$ cat src/rtl/dmactl_pkg.sv
package dmactl_pkg;

   localparam int unsigned REG_W    = 32;
   localparam int unsigned FIELD_W  = 8;
   localparam int unsigned IRQ_N    = 3;

   // register offsets inside one channel window
   localparam int unsigned OFS_CTRL = 0;
   localparam int unsigned OFS_STAT = 4;
   localparam int unsigned OFS_CUR  = 8;
   localparam int unsigned OFS_TAIL = 16;

   // control bit positions
   localparam int unsigned B_RUN      = 0;
   localparam int unsigned B_TAILMODE = 1;
   localparam int unsigned B_SRST     = 2;
   localparam int unsigned B_IRQ_LO   = 12;
   localparam int unsigned B_THR_LO   = 16;
   localparam int unsigned B_DLY_LO   = 24;

   // stored control bits: run, mask, threshold, delay
   localparam logic [REG_W-1:0] CTRL_KEEP = 32'hFFFF_7001;
   localparam logic [REG_W-1:0] CTRL_RST  = 32'h0001_0000;
   localparam logic [FIELD_W-1:0] THR_RST = 8'd1;

   typedef enum logic [2:0] {
      RG_NONE,
      RG_CTRL,
      RG_STAT,
      RG_CUR,
      RG_TAIL
   } reg_sel_e;

   function automatic reg_sel_e decode_ofs(input int unsigned ofs);
      case (ofs)
         OFS_CTRL: return RG_CTRL;
         OFS_STAT: return RG_STAT;
         OFS_CUR:  return RG_CUR;
         OFS_TAIL: return RG_TAIL;
         default:  return RG_NONE;
      endcase
   endfunction

endpackage

$ cat src/rtl/dmactl_tick.sv
module dmactl_tick #(
   parameter int unsigned PRESC = 8
) (
   input  logic clk,
   input  logic rst_n,
   input  logic restart,
   output logic tick
);

   generate
      if (PRESC < 1) begin : g_bad
         $error("dmactl_tick: PRESC must be at least 1");
         assign tick = 1'b0;
      end else if (PRESC == 1) begin : g_every
         // every cycle is a tick, except the one that restarts the timer
         assign tick = !restart;
      end else begin : g_div
         localparam int unsigned PW = $clog2(PRESC);
         localparam logic [PW-1:0] PC_TOP = PW'(PRESC - 1);
         logic [PW-1:0] pc_q;

         always_ff @(posedge clk or negedge rst_n) begin
            if (!rst_n)
               pc_q <= '0;
            else if (restart || pc_q == PC_TOP)
               pc_q <= '0;
            else
               pc_q <= pc_q + 1'b1;
         end

         assign tick = (pc_q == PC_TOP) && !restart;
      end
   endgenerate

endmodule

$ cat src/rtl/dmactl_coalesce.sv
module dmactl_coalesce
   import dmactl_pkg::*;
#(
   parameter int unsigned PRESC = 8
) (
   input  logic               clk,
   input  logic               rst_n,
   input  logic               clr,
   input  logic               load,
   input  logic [FIELD_W-1:0] load_thr,
   input  logic [FIELD_W-1:0] thresh,
   input  logic [FIELD_W-1:0] delay,
   input  logic               pkt,
   output logic [FIELD_W-1:0] cnt,
   output logic [FIELD_W-1:0] dly,
   output logic               ioc_set,
   output logic               dly_set
);

   logic [FIELD_W-1:0] cnt_q, dly_q;
   logic restart, tick, expire;

   assign restart = pkt && (delay != '0) && !clr;

   dmactl_tick #(.PRESC(PRESC)) u_tick (
      .clk     (clk),
      .rst_n   (rst_n),
      .restart (restart || clr),
      .tick    (tick)
   );

   assign expire  = tick && (dly_q == FIELD_W'(1)) && !restart && !clr;
   assign ioc_set = pkt && (cnt_q == FIELD_W'(1)) && !load && !clr;
   assign dly_set = expire;

   always_ff @(posedge clk or negedge rst_n) begin
      if (!rst_n) begin
         cnt_q <= THR_RST;
         dly_q <= '0;
      end else if (clr) begin
         cnt_q <= THR_RST;
         dly_q <= '0;
      end else begin
         if (restart)
            dly_q <= delay;
         else if (tick && dly_q != '0)
            dly_q <= dly_q - 1'b1;

         if (load)
            cnt_q <= load_thr;
         else if (pkt)
            cnt_q <= (cnt_q == FIELD_W'(1)) ? thresh : cnt_q - 1'b1;
         else if (expire)
            cnt_q <= thresh;
      end
   end

   assign cnt = cnt_q;
   assign dly = dly_q;

   assert_ioc_reload_R6: assert property (@(posedge clk) disable iff (!rst_n)
      ioc_set |=> (cnt_q == $past(thresh)));

   assert_dly_hold_R7: assert property (@(posedge clk) disable iff (!rst_n)
      (dly_q == '0 && !pkt && !clr) |=> (dly_q == '0));

   assert_dly_expire_R7: assert property (@(posedge clk) disable iff (!rst_n)
      dly_set |=> (dly_q == '0 && cnt_q == $past(thresh)));

endmodule

$ cat src/rtl/dmactl_chan.sv
module dmactl_chan
   import dmactl_pkg::*;
#(
   parameter int unsigned PRESC = 8
) (
   input  logic             clk,
   input  logic             rst_n,
   input  logic             wr_en,
   input  reg_sel_e         sel,
   input  logic [REG_W-1:0] wdata,
   input  logic             pkt_done,
   input  logic             chain_end,
   output logic [REG_W-1:0] rdata,
   output logic             run,
   output logic             halted,
   output logic             idle,
   output logic             irq,
   output logic             start
);

   logic [REG_W-1:0]   ctrl_q, cur_q, tail_q;
   logic [IRQ_N-1:0]   st_irq_q, w1c;
   logic               halted_q, idle_q, start_q;
   logic               wr_ctrl, wr_stat, wr_cur, wr_tail, srst, go;
   logic [FIELD_W-1:0] cnt, dly;
   logic               ioc_set, dly_set;

   assign wr_ctrl = wr_en && (sel == RG_CTRL);
   assign wr_stat = wr_en && (sel == RG_STAT);
   assign wr_cur  = wr_en && (sel == RG_CUR);
   assign wr_tail = wr_en && (sel == RG_TAIL);
   assign srst    = wr_ctrl && wdata[B_SRST];
   assign go      = wr_ctrl && !wdata[B_SRST] && wdata[B_RUN];
   assign w1c     = wr_stat ? wdata[B_IRQ_LO +: IRQ_N] : '0;

   dmactl_coalesce #(.PRESC(PRESC)) u_coal (
      .clk      (clk),
      .rst_n    (rst_n),
      .clr      (srst),
      .load     (wr_ctrl),
      .load_thr (wdata[B_THR_LO +: FIELD_W]),
      .thresh   (ctrl_q[B_THR_LO +: FIELD_W]),
      .delay    (ctrl_q[B_DLY_LO +: FIELD_W]),
      .pkt      (pkt_done),
      .cnt      (cnt),
      .dly      (dly),
      .ioc_set  (ioc_set),
      .dly_set  (dly_set)
   );

   always_ff @(posedge clk or negedge rst_n) begin
      if (!rst_n) begin
         ctrl_q   <= CTRL_RST;
         cur_q    <= '0;
         tail_q   <= '0;
         st_irq_q <= '0;
         halted_q <= 1'b1;
         idle_q   <= 1'b0;
         start_q  <= 1'b0;
      end else begin
         start_q <= wr_tail;
         if (wr_cur)  cur_q  <= wdata;
         if (wr_tail) tail_q <= wdata;
         if (srst) begin
            ctrl_q   <= CTRL_RST;
            st_irq_q <= '0;
            halted_q <= 1'b1;
            idle_q   <= 1'b0;
         end else begin
            if (wr_ctrl) ctrl_q <= wdata & CTRL_KEEP;
            if (go)      halted_q <= 1'b0;
            if (chain_end)
               idle_q <= 1'b1;
            else if (go || wr_tail)
               idle_q <= 1'b0;
            st_irq_q <= (st_irq_q & ~w1c) | {1'b0, dly_set, ioc_set};
         end
      end
   end

   always_comb begin
      case (sel)
         RG_CTRL: rdata = ctrl_q | (REG_W'(1) << B_TAILMODE);
         RG_STAT: rdata = {dly, cnt, 1'b0, st_irq_q, 10'b0, idle_q, halted_q};
         RG_CUR:  rdata = cur_q;
         RG_TAIL: rdata = tail_q;
         default: rdata = '0;
      endcase
   end

   assign run    = ctrl_q[B_RUN];
   assign halted = halted_q;
   assign idle   = idle_q;
   assign start  = start_q;
   assign irq    = |(st_irq_q & ctrl_q[B_IRQ_LO +: IRQ_N]);

   assert_srst_halts_R3: assert property (@(posedge clk) disable iff (!rst_n)
      srst |=> (halted && !run && !idle && !irq));

   assert_irq_mask_R9: assert property (@(posedge clk) disable iff (!rst_n)
      irq |-> (ctrl_q[B_IRQ_LO +: IRQ_N] != '0));

   assert_tail_start_R10: assert property (@(posedge clk) disable iff (!rst_n)
      (wr_tail && !chain_end) |=> (start && !idle));

endmodule

$ cat src/rtl/dma_chan_ctl.sv
module dma_chan_ctl
   import dmactl_pkg::*;
#(
   parameter int unsigned ADDR_W = 8,
   parameter int unsigned N_CHAN = 2,
   parameter int unsigned STRIDE = 48,
   parameter int unsigned PRESC  = 8
) (
   input  logic              clk,
   input  logic              rst_n,
   input  logic              reg_wr,
   input  logic              reg_rd,
   input  logic [ADDR_W-1:0] reg_addr,
   input  logic [REG_W-1:0]  reg_wdata,
   output logic [REG_W-1:0]  reg_rdata,
   output logic              reg_rvalid,
   input  logic [N_CHAN-1:0] pkt_done,
   input  logic [N_CHAN-1:0] chain_end,
   output logic [N_CHAN-1:0] run,
   output logic [N_CHAN-1:0] halted,
   output logic [N_CHAN-1:0] idle,
   output logic [N_CHAN-1:0] irq,
   output logic [N_CHAN-1:0] start
);

   localparam int unsigned CH_W = (N_CHAN > 1) ? $clog2(N_CHAN) : 1;

   generate
      if (N_CHAN < 2 || (N_CHAN & (N_CHAN - 1)) != 0) begin : g_chk_chan
         $error("dma_chan_ctl: N_CHAN must be a power of two, at least 2");
      end
      if (STRIDE < OFS_TAIL + 4 || STRIDE % 4 != 0) begin : g_chk_stride
         $error("dma_chan_ctl: STRIDE must be word aligned and cover all registers");
      end
      if (STRIDE * N_CHAN > (1 << ADDR_W)) begin : g_chk_addr
         $error("dma_chan_ctl: ADDR_W too small for all channels");
      end
   endgenerate

   logic [CH_W-1:0]   ch_sel;
   logic [ADDR_W-1:0] ofs;
   reg_sel_e          sel;
   logic [REG_W-1:0]  chan_rd [N_CHAN];

   assign ch_sel = CH_W'((reg_addr / ADDR_W'(STRIDE)) % ADDR_W'(N_CHAN));
   assign ofs    = reg_addr % ADDR_W'(STRIDE);
   assign sel    = decode_ofs(32'(ofs));

   for (genvar g = 0; g < N_CHAN; g++) begin : g_chan
      dmactl_chan #(.PRESC(PRESC)) u_chan (
         .clk       (clk),
         .rst_n     (rst_n),
         .wr_en     (reg_wr && (ch_sel == CH_W'(g))),
         .sel       (sel),
         .wdata     (reg_wdata),
         .pkt_done  (pkt_done[g]),
         .chain_end (chain_end[g]),
         .rdata     (chan_rd[g]),
         .run       (run[g]),
         .halted    (halted[g]),
         .idle      (idle[g]),
         .irq       (irq[g]),
         .start     (start[g])
      );
   end

   always_ff @(posedge clk or negedge rst_n) begin
      if (!rst_n) begin
         reg_rdata  <= '0;
         reg_rvalid <= 1'b0;
      end else begin
         reg_rvalid <= reg_rd;
         if (reg_rd) reg_rdata <= chan_rd[ch_sel];
      end
   end

   assert_rvalid_follows_rd_R2: assert property (@(posedge clk) disable iff (!rst_n)
      reg_rd |=> reg_rvalid);

endmodule

$ cat config.mk
export PLATFORM = sky130hd
export DESIGN_NAME = dma_chan_ctl
export DESIGN_NICKNAME = d
export VERILOG_FILES = /design/src/rtl/dmactl_pkg.sv /design/src/rtl/dmactl_tick.sv /design/src/rtl/dmactl_coalesce.sv /design/src/rtl/dmactl_chan.sv /design/src/rtl/dma_chan_ctl.sv
export SDC_FILE = /design/constraint.sdc
export NUM_CORES = 1
export LEC_CHECK = 0
export ABC_CLOCK_PERIOD_IN_PS = 5500
export BUFFER_PORTS_ARGS = -buffer_cell sky130_fd_sc_hd__buf_2
export CORE_MARGIN = 5
export CORE_UTILIZATION = 55
export CTS_CLUSTER_SIZE = 8
export DETAILED_ROUTE_END_ITERATION = 6
export PLACE_DENSITY = 0.79
export SYNTH_ARGS = -nofsm -noshare
export SYNTH_HDL_FRONTEND = slang
export SYNTH_SLANG_ARGS = --single-unit
$ cat constraint.sdc
create_clock -name clk -period 5.5 [get_ports clk]
set_input_delay 0.275 -clock clk [delete_from_list [all_inputs] [get_ports clk]]
set_output_delay 0.275 -clock clk [all_outputs]
set_load 0.02 [all_outputs]
==> results of run 1 <==
-- synthesized netlist by cell type (all sizes together) (3+ instances only) --
cell	n
clkbuf	33
dfstp	6
o31ai	4
nor2	78
a22o	12
o22ai	14
or4	7
xor2	9
a2111oi	4
a21oi	65
xnor2	11
nand4	6
a211oi	19
a2111o	5
mux2	126
nor4	22
and3b	3
nand3	8
a211o	3
a31oi	9
nor4b	7
o211a	3
inv	22
nor2b	13
and2	4
o41ai	4
ha	12
a21o	12
o21ai	57
a221oi	3
dfrtp	245
o211ai	39
mux2i	17
buf	58
a22oi	34
or3	14
nand2b	29
nor3	22
nand2	88
a222oi	17
or2	7
-- worst reg2reg max path: cells and delay by family (launching register included) --
kind	cells	cell delay, ns
DFF	1	0.45
and+or+nand+nor	3	1.37
AOI/OAI and AO/OA	3	0.48
-- through the flow --
| step | hold WS, ns | util (%) | std cells | power (W) | worst slack, ns |
|---|---|---|---|---|---|
| floorplan | -0.0206 | - | 1173 | 0.00298 | 3.42 |
| global placement | 0.308 | 57.9 | 1472 | 0.00322 | 2.04 |
| detailed placement | 0.319 | 57.9 | 1472 | 0.00327 | 1.92 |
| CTS | 0.00704 | 62.6 | 1534 | 0.00532 | 2.45 |
| global route | 0.00514 | 62.6 | 1534 | 0.00556 | 2.34 |
| finish | 0.00745 | 62.6 | 1534 | 0.00532 | 2.44 |
-- power groups by stage --
stage | sequential [W] | clock, W | combinational [W]
3_5_place_dp | 0.00241 | 0 | 0.000860
6_report | 0.00240 | 0.00205 | 0.000873
3_3_place_gp | 0.00240 | 0 | 0.000819
5_1_grt | 0.00243 | 0.00216 | 0.000976
4_1_cts | 0.00239 | 0.00207 | 0.000871
2_1_floorplan | 0.00232 | 0 | 0.000665
-- layout make-up --
| type | count | share of cell area [%] |
|---|---|---|
| timing repair buffer | 106 | 4.20 |
| inverter | 22 | 0.582 |
| clock buffer | 57 | 7.06 |
| multi-input combinational | 809 | 40.9 |
| clock inverter | 4 | 0.344 |
| sequential | 251 | 44.4 |
| tap | 285 | 2.52 |
-- placed cells by master, fill, tap and decap left out, drive strengths merged, types with 11 or more instances in the layout --
cell / instances
buf: 105
o21ai: 57
inv: 23
or3: 14
ha: 12
a21oi: 65
nand2: 88
nor3: 22
dfrtp: 245
nor2b: 13
xnor2: 11
a222oi: 17
o211ai: 39
o22ai: 14
a21o: 12
mux2i: 17
a211oi: 19
nor2: 78
nor4: 22
clkbuf: 57
nand2b: 29
a22o: 12
a22oi: 34
mux2: 126
-- cell families (layout without fill, tap and decap cells) --
| group | after synthesis | count (layout) | synth area share (%) |
|---|---|---|---|
| fa+ha+maj | 13 | 13 | 1.28 |
| simple gates | 316 | 316 | 13.2 |
| compound gates | 317 | 317 | 17.4 |
| buf+inv | 113 | 189 | 4.44 |
| mux | 143 | 143 | 12.6 |
| flops | 251 | 251 | 49.8 |
| xor+xnor | 20 | 20 | 1.39 |
-- per-layer routing --
| metal | up-vias | track usage [%] | wire [um] | share of wire (%) |
|---|---|---|---|---|
| li1 | 4468 | - | - | - |
| met1 | 5062 | 34.8 | 13700 | 41 |
| met2 | 468 | 42.5 | 16400 | 48 |
| met3 | 84 | 4.57 | 2600 | 7.7 |
| met4 | 0 | 10.1 | 1110 | 3.3 |
| met5 | - | 0 | 0 | 0 |
-- final timing paths --
path,end,depth (start not counted)
worst max register to register,g_chan[0].u_chan.u_coal.cnt[5],6
worst max-delay path,g_chan[1].u_chan.cur_q[7],6
max in group asynchronous,g_chan[1].u_chan.cur_q[18],3
worst min-delay path,g_chan[1].u_chan.idle,3
min in group asynchronous,reg_rvalid,2
worst min register to register,g_chan[0].u_chan.u_coal.u_tick.g_div.pc_q[0],1
-- sequential cells by signal, indices dropped and copies added, names as in the netlist --
name	count
g_chan.u_chan.ctrl_q	40
g_chan.u_chan.cur_q	64
g_chan.u_chan.halted	2
g_chan.u_chan.idle	2
g_chan.u_chan.st_irq_q	6
g_chan.u_chan.start	2
g_chan.u_chan.tail_q	64
g_chan.u_chan.u_coal.cnt	16
g_chan.u_chan.u_coal.dly	16
g_chan.u_chan.u_coal.u_tick.g_div.pc_q	6
reg_rdata	32
reg_rvalid	1
-- what timing repair did --
action                                 in CTS  in global routing
setup endpoints to repair                   0                  0
endpoints found under the hold margin      86                  0
hold buffers                                1                  0
==> metrics.txt, run 1 <==
status finished clean; DR iter-0 viols 1117; Startpoint Class input pin; worst hold path type input pin to flip-flop; Finish-stage setup viols 0; Bufs and invs on worst path 2; Synth Instances 1173; Nets around 1300; Clock Latency Late Sink 0.52 ns; largest net degree at the start of global routing roughly 170; number of global-route vias before repair 10100; internal reg-to-reg setup slack 3.05 ns; clk slew on worst S/H paths 0.05 ns; Worst-Margin Slew 1.16 ns; WL/cell 22.0 um; most common flop cell mapped by yosys dfrtp_1; synth warn 0; Pre-Repair DR Iteration Count 6; Worst slew margin ~22%; Flop pwr share 45.0%; Setup Crit Path Kind input pin to flip-flop; H-tree levels 2; Setup crit end kind flip-flop; critical path cell sequence buf_2 -> nor4b_4 -> buf_4 -> nor2b_1 -> nand3_2 -> mux2_1; post-placement cell area 0.0131 mm2; max-cap violations 0; Switch Pwr 0.00153 W; Pwr Density 375 mW/mm2; Final ANT Viol Nets 0; Internal Power around 0.0038 W; crit-path max FO 44; final clock skew 0.0101 ns; ratio of cells with drive above 1 in the final layout 21.7%; EDFF count, synth 0; Total GRT Usage between 20% and 30%; Worst Hold Launch chain_end[1]; Starting Density 55.8%; routed via count just over 10000; RSZ-0062 raised after global routing no; max-slew violation count 0; Final HPWL DP 21.4 mm; slowest CP cell nand3_2; Die Wd 162 um; Final Cycle Share 55.7%; clock network power share 38.6%; crit-path leading delay family simple AND/OR/NAND/NOR gates; Switching Fraction 28.8%; first-pass GRT wire length 54.8 mm; Antenna Cells 0; Worst Path Arrival 3.46 ns; Period minus WS final 3.06 ns; clk root buf clkbuf_16; I/O pin count 91; drt via density 6.57; final hold violation count 0; VDD IR-drop max 0.000232 V; fin area 0.0142 mm2; total negative slack 0 ns; syn nets around 1200; area of the die 0.0261 mm2; filler instances between 1500 and 2000; worst reg2reg path startpoint g_chan[0].u_chan.u_coal.dly[3]; Sequential Area about 0.0063 mm2; area delta synth->final 12.2%; Post-Route WL around 34 mm; Comb pwr share between 15 and 20%; DR DRC count 0; leading area contributor after synthesis dfrtp_1; share of the synthesized area in the top cell type 48.5%; Synth Cell Area 0.0126 mm2; GRT overflow 0; CTS tree done; delay of the slowest critical-path stage 0.94 ns; Critical Path Source reg_addr[0]; post_cts resized 0; IO buf count 90; f_max 0.327 GHz; gpl congestion 0.881; register area share after synthesis roughly half; clock sinks 251; synth unique cells 77; clk buf depth 3; Async S/R FF share, synth between 90% and 100%; initial antenna violation count 0; # rows 55; Post-Syn Area per Cell 10.8 um2; P_leak 6.51 nW; Data required, critical path 5.90 ns; Multi-input gate area about 0.0058 mm2; Seq cells post-synth between 200 and 300; Num CTS Buffers 37; Chip Height 162 um; Synth area leaders dfrtp_1, mux2_2, mux2_1; postcts setup bufs 0; core area 0.0226 mm2
(Power assumes the default switching activity.)
==> inputs of run 2 (changes only) <==
- ABC_CLOCK_PERIOD_IN_PS: 5500 -> 2660
- PLACE_DENSITY: 0.79 -> 0.82
- clock period: 5.5 -> 2.66 ns (I/O delays scaled with it)
==> run 2 against run 1 <==
Effect of this change:
- clock power is 100% higher
- critical path depth is 1 higher
- clock skew is 0.0023 ns higher
- sequential power is 110% higher
- cell area is 4.0% higher
- first-iteration DRC count is 4.6% lower
- wire length is 4.4% higher
- global-route usage is 1.2 points higher
- flip-flop and latch count stayed put
- register-to-register slack worse by 2.9 ns
- worst hold slack better by 0.017 ns
- largest cell class unchanged
- highest routed layer unchanged
==> metrics.txt, run 2 (synthesized netlist as in run 1, its figures left out) <==
Period minus WS final 2.49 ns; WL/cell 22.2 um (+0.76%); final hold violation count 0 (unchanged); I/O pin count 91 (unchanged); Final Cycle Share 93.5%; pre-CTS setup slack 0.275 ns (-1.65 ns); Worst slew margin 48.6% (+26 points); clk slew on worst S/H paths 0.05 ns (about the same); Worst Path Arrival 2.90 ns (-0.56 ns); # rows 55 (unchanged); Data required, critical path 3.07 ns (-2.83 ns); cell mode on critical path ha_1; drt via density 6.56 (-0.20%); filler instances 1645 (-6.9%); top flop regs g_chan.u_chan.cur_q (64), g_chan.u_chan.tail_q (64), g_chan.u_chan.ctrl_q (40); Setup Crit Path Kind flip-flop to flip-flop; Die Wd 162 um (unchanged); worst hold path type input pin to flip-flop; Final HPWL DP 23.3 mm (+8.5%); core area 0.0226 mm2 (unchanged); Pwr Density 748 mW/mm2 (+99%); Starting Density 55.8% (unchanged); clk root buf clkbuf_16; Total GRT Usage 27.2% (+1.2 points); Clock Latency Late Sink 0.52 ns (about the same); end-of-flow core utilization 65.1% (+2.5 points); ratio of cells with drive above 1 in the final layout 23.0% (+1.3 points); most common cell after layout, fill and taps aside dfrtp_1; clk buf depth 3 (unchanged); Nets 1352 (+5.1%); routed via count 10400 (+3.4%); max-slew violation count 0 (unchanged); GRT overflow 0 (unchanged); clock sinks 251 (unchanged); Startpoint Class flip-flop; area of the die 0.0261 mm2 (unchanged); post_cts resized 0 (unchanged); delay of the slowest critical-path stage 0.74 ns (-0.20 ns); Antenna Cells 0 (unchanged); VDD IR-drop max 0.000469 V (+100%); max-cap violations 0 (unchanged); f_max between 0.4 and 0.5 GHz; DR DRC count 0 (unchanged); Pre-Repair DR Iteration Count 7 (+1); Final Worst Setup Slack 0.173 ns (-2.26 ns); gpl congestion 0.930 (+5.6%); largest net degree at the start of global routing 82 (-51%); critical path cell sequence ha_1 -> ha_1 -> nand2b_1 -> a2111oi_1 -> nand2_1 -> xor2_1 -> a211oi_1; postcts setup bufs 0 (unchanged); DR iter-0 viols 1066 (-4.6%); Post-Route WL 35.3 mm (+4.4%); most frequent cells in the layout dfrtp_1, buf_2, nand2_1, mux2_2, nor2_1; Num CTS Buffers 37 (unchanged); Finish-stage setup viols 0 (unchanged); IO buf count 90 (unchanged); slowest CP cell a2111oi_1; area delta synth->final 16.7%; P_leak 6.80 nW (+4.5%); initial antenna violation count 0 (unchanged); status finished clean; Chip Height 162 um (unchanged); crit-path max FO 6 (-86%); number of global-route vias before repair 10700 (+6.4%); H-tree levels 2 (unchanged); final clock skew 0.0125 ns (+0.00235 ns); Final ANT Viol Nets 0 (unchanged); CTS tree done; hold_ws 0.0241 ns (+0.0166 ns); RSZ-0062 raised after global routing no; total negative slack 0 ns (unchanged); first-pass GRT wire length 57.3 mm (+4.5%); Setup crit end kind flip-flop; Worst-Margin Slew 0.751 ns (-0.407 ns)
## run 2: cell types whose count changed in the layout (fill, tap and decap cells not counted), sizes merged
cell,change
clkbuf,-9
dlygate4sd3,+34
buf,+31
## run 2: repair_timing
action | 4_1_cts | 5_1_grt
hold buffers | 35 | 0
hold endpoints to repair | 225 | 0
setup endpoints to repair | 0 | 0
## run 2: path summary, 6_finish.rpt
check,startpoint,endpoint,slack (ns),cells after the start
max reg2reg,g_chan[1].u_chan.u_coal.u_tick.g_div.pc_q[0],g_chan[1].u_chan.u_coal.dly[5],0.17,7
min reg2reg,g_chan[0].u_chan.u_coal.u_tick.g_div.pc_q[0],g_chan[0].u_chan.u_coal.u_tick.g_div.pc_q[0],0.45,1
max in group asynchronous,rst_n,g_chan[1].u_chan.halted,1.62,3
max,g_chan[1].u_chan.u_coal.u_tick.g_div.pc_q[0],g_chan[1].u_chan.u_coal.dly[5],0.17,7
min in group asynchronous,rst_n,reg_rdata[15],0.21,2
min,reg_wdata[22],g_chan[1].u_chan.tail_q[22],0.02,3
## run 2: routing by layer
| metal | wire [um] | up-vias | global-route usage (%) |
|---|---|---|---|
| li1 | - | 4591 | - |
| met1 | 13900 | 5171 | 35.5 |
| met2 | 17100 | 558 | 44.9 |
| met3 | 2880 | 109 | 4.44 |
| met4 | 1370 | 0 | 12.2 |
| met5 | 0 | - | 0 |
## run 2: area by class of cell
class	count	area (um2)	share of cell area, %
clock buffer	48	967	6.56
multi-input combinational	809	5800	39.3
inverter	22	82.6	0.560
sequential	251	6290	42.6
tap	285	357	2.42
clock inverter	4	48.8	0.331
timing repair buffer	171	1210	8.18
## run 2: stage by stage
step / area (um2) / power [W] / instances
4_1_cts: 14700 / 0.0110 / 1590
6_report: 14700 / 0.0110 / 1590
3_3_place_gp: 13400 / 0.00670 / 1503
2_1_floorplan: 12600 / 0.00617 / 1173
3_5_place_dp: 13400 / 0.00682 / 1503
5_1_grt: 14700 / 0.0116 / 1590
## run 2: report_power, final
group | switching (W) | total [W] | leakage (nW) | internal [W]
clock network | 0.00164 | 0.00416 | 0.487 | 0.00252
registers | 0.000543 | 0.00496 | 3.31 | 0.00442
logic | 0.00101 | 0.00191 | 3.00 | 0.000894
## run 2: worst max-delay path, delay by kind of cell (launching register included)
kind                     cells  cell delay (ns)
flip-flops                   1             0.36
AO/OA/AOI/OAI                2             1.00
adder cells (fa/ha/maj)      2             0.49
XOR/XNOR                     1             0.18
AND/OR/NAND/NOR              2             0.35
